File: src/rtl/dma_engine.sv
module dma_engine #(
  parameter int DW = 16
) (
  input  logic          clk,
  input  logic          rst_n,
  input  logic          sel_data,
  input  logic          sel_reg,
  input  logic [1:0]    reg_idx,
  input  logic          reg_we,
  input  logic [DW-1:0] reg_wdata,
  output logic [DW-1:0] reg_rdata,
  input  logic          dev_req,
  output logic          dev_ack,
  input  logic [DW-1:0] dev_rdata,
  output logic [DW-1:0] dev_wdata,
  output logic          bus_req,
  input  logic          bus_grant,
  output logic [DW-1:0] mem_addr,
  output logic          mem_rd,
  output logic          mem_wr,
  input  logic [DW-1:0] mem_rdata,
  output logic [DW-1:0] mem_wdata,
  output logic          irq
);

  localparam logic [1:0] IDX_ADDR = 2'd0;
  localparam logic [1:0] IDX_CNT  = 2'd1;
  localparam logic [1:0] IDX_CTL  = 2'd2;
  localparam logic [1:0] IDX_STAT = 2'd3;

  typedef enum logic [1:0] {ST_IDLE, ST_REQ, ST_XFER} st_t;

  st_t           st_q, st_d;
  logic [DW-1:0] addr_q, cnt_q;
  logic          en_q, burst_q, tomem_q, done_q;

  wire reg_sel = sel_data & sel_reg;
  wire busy    = (st_q != ST_IDLE);
  wire wr_ok   = reg_sel & reg_we & ~busy;
  wire launch  = en_q & (cnt_q != '0) & dev_req;
  wire own     = (st_q == ST_XFER) & bus_grant;
  wire fire    = own & dev_req;
  wire last    = (cnt_q == DW'(1));

  always_comb begin
    st_d = st_q;
    case (st_q)
      ST_IDLE: if (launch) st_d = ST_REQ;
      ST_REQ:  if (bus_grant) st_d = ST_XFER;
      ST_XFER: begin
        if (!fire || last || !burst_q) st_d = ST_IDLE;
      end
      default: st_d = ST_IDLE;
    endcase
  end

  always_ff @(posedge clk or negedge rst_n) begin
    if (!rst_n) begin
      st_q    <= ST_IDLE;
      addr_q  <= '0;
      cnt_q   <= '0;
      en_q    <= 1'b0;
      burst_q <= 1'b0;
      tomem_q <= 1'b0;
      done_q  <= 1'b0;
    end else begin
      st_q <= st_d;
      if (wr_ok) begin
        case (reg_idx)
          IDX_ADDR: addr_q <= reg_wdata;
          IDX_CNT:  cnt_q  <= reg_wdata;
          IDX_CTL: begin
            en_q    <= reg_wdata[0];
            burst_q <= reg_wdata[1];
            tomem_q <= reg_wdata[2];
            done_q  <= 1'b0;
          end
          default: ;
        endcase
      end else if (fire) begin
        addr_q <= addr_q + DW'(1);
        cnt_q  <= cnt_q - DW'(1);
        if (last) done_q <= 1'b1;
      end
    end
  end

  always_comb begin
    reg_rdata = '0;
    if (reg_sel) begin
      case (reg_idx)
        IDX_ADDR: reg_rdata = addr_q;
        IDX_CNT:  reg_rdata = cnt_q;
        IDX_CTL:  reg_rdata = {{(DW-3){1'b0}}, tomem_q, burst_q, en_q};
        IDX_STAT: reg_rdata = {{(DW-2){1'b0}}, busy, done_q};
        default:  reg_rdata = '0;
      endcase
    end
  end

  assign bus_req   = (st_q == ST_REQ) | (st_q == ST_XFER);
  assign mem_addr  = own ? addr_q : '0;
  assign mem_rd    = fire & ~tomem_q;
  assign mem_wr    = fire & tomem_q;
  assign dev_ack   = fire;
  assign dev_wdata = mem_rdata;
  assign mem_wdata = dev_rdata;
  assign irq       = done_q;

endmodule

File: config.mk
export PLATFORM = sky130hd
export DESIGN_NAME = dma_engine
export DESIGN_NICKNAME = d
export VERILOG_FILES = /design/src/rtl/dma_engine.sv
export SDC_FILE = /design/constraint.sdc
export NUM_CORES = 1
export LEC_CHECK = 0
export ABC_AREA = 0
export BUFFER_PORTS_ARGS = -buffer_cell sky130_fd_sc_hd__buf_2
export CAP_MARGIN = 15
export CORE_MARGIN = 5
export CORE_UTILIZATION = 42
export DETAILED_ROUTE_END_ITERATION = 10
export PLACE_DENSITY = 0.81
export SLEW_MARGIN = 20
export SYNTH_ARGS = -nofsm -noshare
export SYNTH_HDL_FRONTEND = slang
export SYNTH_SLANG_ARGS = --single-unit
File: constraint.sdc
create_clock -name clk -period 5.21 [get_ports clk]
set_input_delay 0.521 -clock clk [delete_from_list [all_inputs] [get_ports clk]]
set_output_delay 0.521 -clock clk [all_outputs]
set_load 0.01 [all_outputs]
==> flow_summary.json <==
{
  "cts_max_path_buffers": 2,
  "finalCriticalPeriod_ns": 3.206,
  "ys_types": 54,
  "start_util_pct": 43.24,
  "die_h_um": 93.64,
  "cts_root_buffer": "clkbuf_8",
  "htree_num_levels": 2,
  "drtIter0Drc": 406,
  "die-area_mm2": 0.008768,
  "numCtsBuffers": 5,
  "synthFlopType": "dfrtp_1",
  "port_buffers": 61,
  "ys_async_sr_fraction_pct": 100.0,
  "status": "complete, no violations",
  "fp.dieW_um": 93.64,
  "tns_ns": 0,
  "gp_congestion": 0.9508,
  "worstSetupPathType": "reg -> reg",
  "synth.avg_cell_area_um2": 8.071,
  "drt-pass1-iter-count": 6,
  "yosys.area.top_type_share_pct": 32.37,
  "wl_per_cell_um": 19.89,
  "fin_nets": 445,
  "period_share_pct": 61.54,
  "n_antenna_cell": 0,
  "drive_gt1_share_pct": 20.94,
  "cts_tree": "built",
  "startpoint_type": "flop",
  "hold_viol": 0,
  "worst_ep_required_time_ns": 5.38,
  "grt_pass1_vias": 2961,
  "vias_per_cell": 6.337,
  "placed_area_mm2": 0.003043,
  "cts_resized": 0,
  "hp-class": "in -> async",
  "endpoint_kind": "flop",
  "grt_pass1_wl_um": 15300,
  "vias": 3029,
  "r2r-start": "st_q[1]",
  "grt_max_degree": 39,
  "syn_area_mm2": 0.002938,
  "post_cts_buffers": 0,
  "ioPinCount": 126,
  "synth-edff-count": 0,
  "worst_pin_slew_ns": 1.121,
  "design_area_mm2": 0.003152,
  "post-route-util_pct": 46.39,
  "drt-total-wl_um": 9507,
  "reg2reg_depth": 7,
  "place_hpwl_um": 6951,
  "leakagePower_uw": 0.001511,
  "ir_worst_vdd_v": 0.0002260,
  "crit_start": "st_q[1]",
  "synth_fp_nets": 428,
  "antenna_left": 0,
  "skew_ns": 0.01201,
  "ys_seq_area_share_pct": 32.37,
  "cts_hold_buf": 0,
  "drv_slew": 0,
  "ys_warn_count": 0,
  "max_freq_ghz": 0.3119,
  "rows": 30,
  "rsz0062_at_grt": "false",
  "grt_usage_pct": 21.93,
  "drv_cap": 0,
  "core_mm2": 0.006794,
  "crit_end": "addr_q[0]",
  "r2r-end": "addr_q[0]",
  "area_growth_pct": 7.283,
  "cellPowerDensity_mw_per_mm2": 418.3,
  "grt.overflow.total": 0,
  "syn_inst": 364,
  "drc_errors": 0,
  "antenna_found_initial": 0,
  "critPathMaxFanout": 22,
  "synthTopCellsByArea": "dfrtp_1 (32%), buf_4 (8.2%), nor2_1 (5.7%), and3_1 (4.5%), a21oi_1 (4.1%)",
  "finalSetupViolations": 0,
  "ys_seq_elements": 38,
  "clkLatencyLatePin_ns": 0.29,
  "yosysTopAreaCell": "dfrtp_1",
  "relSlewSlack_pct": 25.14,
  "worstPathArrival_ns": 3.38,
  "cts_sinks": 38,
  "fin_hold_ws_ns": 0.3474,
  "clk_pin_slew_ns": 0.08,
  "ff2ff_setup_slack_ns": 2.00
}
## cells by family (layout without fill, tap and decap cells)
| kind of cell | Yosys count | after routing | share of synthesized area [%] |
|---|---|---|---|
| flops | 38 | 38 | 32.37 |
| fa+ha+maj | 7 | 7 | 2.981 |
| compound gates | 102 | 102 | 22.87 |
| simple gates | 147 | 147 | 25.77 |
| mux | 8 | 8 | 3.705 |
| buf+inv | 62 | 80 | 12.31 |
## critical path: stages (launching register included)
cell and delay (ns):
dfrtp_1 0.40, inv_1 0.11, ha_1 0.21, nand4_1 0.77, nor3_1 1.04, nor2_1 0.24
o21ai_0 0.21, o21ai_0 0.10
## final cells by class
class	instances	area, µm²
Clock buffer	5	68.82
Clock inverter	3	40.04
Fill cell	681	3642
Inverter	11	41.29
Multi-Input combinational cell	264	1625
Sequential cell	38	950.9
Tap cell	96	120.1
Timing Repair Buffer	61	305.3
## state kept, by name, indices dropped and copies added (netlist names)
signal	cells
addr_q	16
burst_q	1
cnt_q	16
en_q	1
irq	1
st_q	2
tomem_q	1
## cell usage after synthesis, drive strengths merged (4+ instances only)
master,number
nand3,11
nor3,12
a22oi,15
a21oi,24
o22ai,5
nor4,5
ha,7
dfrtp,38
and3,21
inv,11
nand2,30
a211oi,4
nand4,6
a31oi,5
o21ai,20
buf,38
a21o,4
nor2,45
clkbuf,13
## worst min path at each step
stage	startpoint	endpoint	slack, ns	cells past startpoint
CTS	rst_n	cnt_q[8]	0.38	1
finish	rst_n	addr_q[2]	0.35	1
global placement	st_q[1]	st_q[1]	0.52	1
global route	rst_n	irq	0.41	1
floorplan	rst_n	addr_q[0]	0.23	0
detailed placement	st_q[1]	st_q[1]	0.56	1
## layer usage
layer / track usage (%) / vias up / routed length (µm)
li1: - / 1340 / -
met1: 27.05 / 1405 / 3608
met2: 35.97 / 231 / 4487
met3: 4.988 / 53 / 1007
met4: 10.71 / 0 / 403
met5: 0 / - / 0
## stage by stage
step                setup slack (ns)  instances  power [µW]
global route                   1.714        478        1404
global placement               2.147        470        1036
floorplan                      3.087        364       900.1
finish                         2.004        478        1318
detailed placement             2.123        470        1053
CTS                            2.116        478        1304
## cells in the final DEF (no fill, tap or decap), types with 5 or more instances in the layout
cell | netlist | routed
ha_1 | 7 | 7
a22oi_1 | 15 | 15
and3_1 | 21 | 21
o22ai_1 | 5 | 5
nor2_1 | 45 | 45
o21ai_0 | 19 | 19
clkbuf_8 | 0 | 5
nor3_1 | 10 | 10
dfrtp_1 | 38 | 38
a21oi_1 | 24 | 24
inv_1 | 11 | 11
nand2_1 | 30 | 30
a31oi_1 | 5 | 5
nand3_1 | 10 | 10
buf_2 | 6 | 61
nor4_1 | 5 | 5
nand4_1 | 6 | 6
## report_power, final
part | total [µW] | switching [µW] | internal (µW)
Sequential | 620 | 207 | 413
Combinational | 447 | 246 | 201
Clock | 251 | 110 | 141
Note: power is estimated with default switching activity, not from simulation.
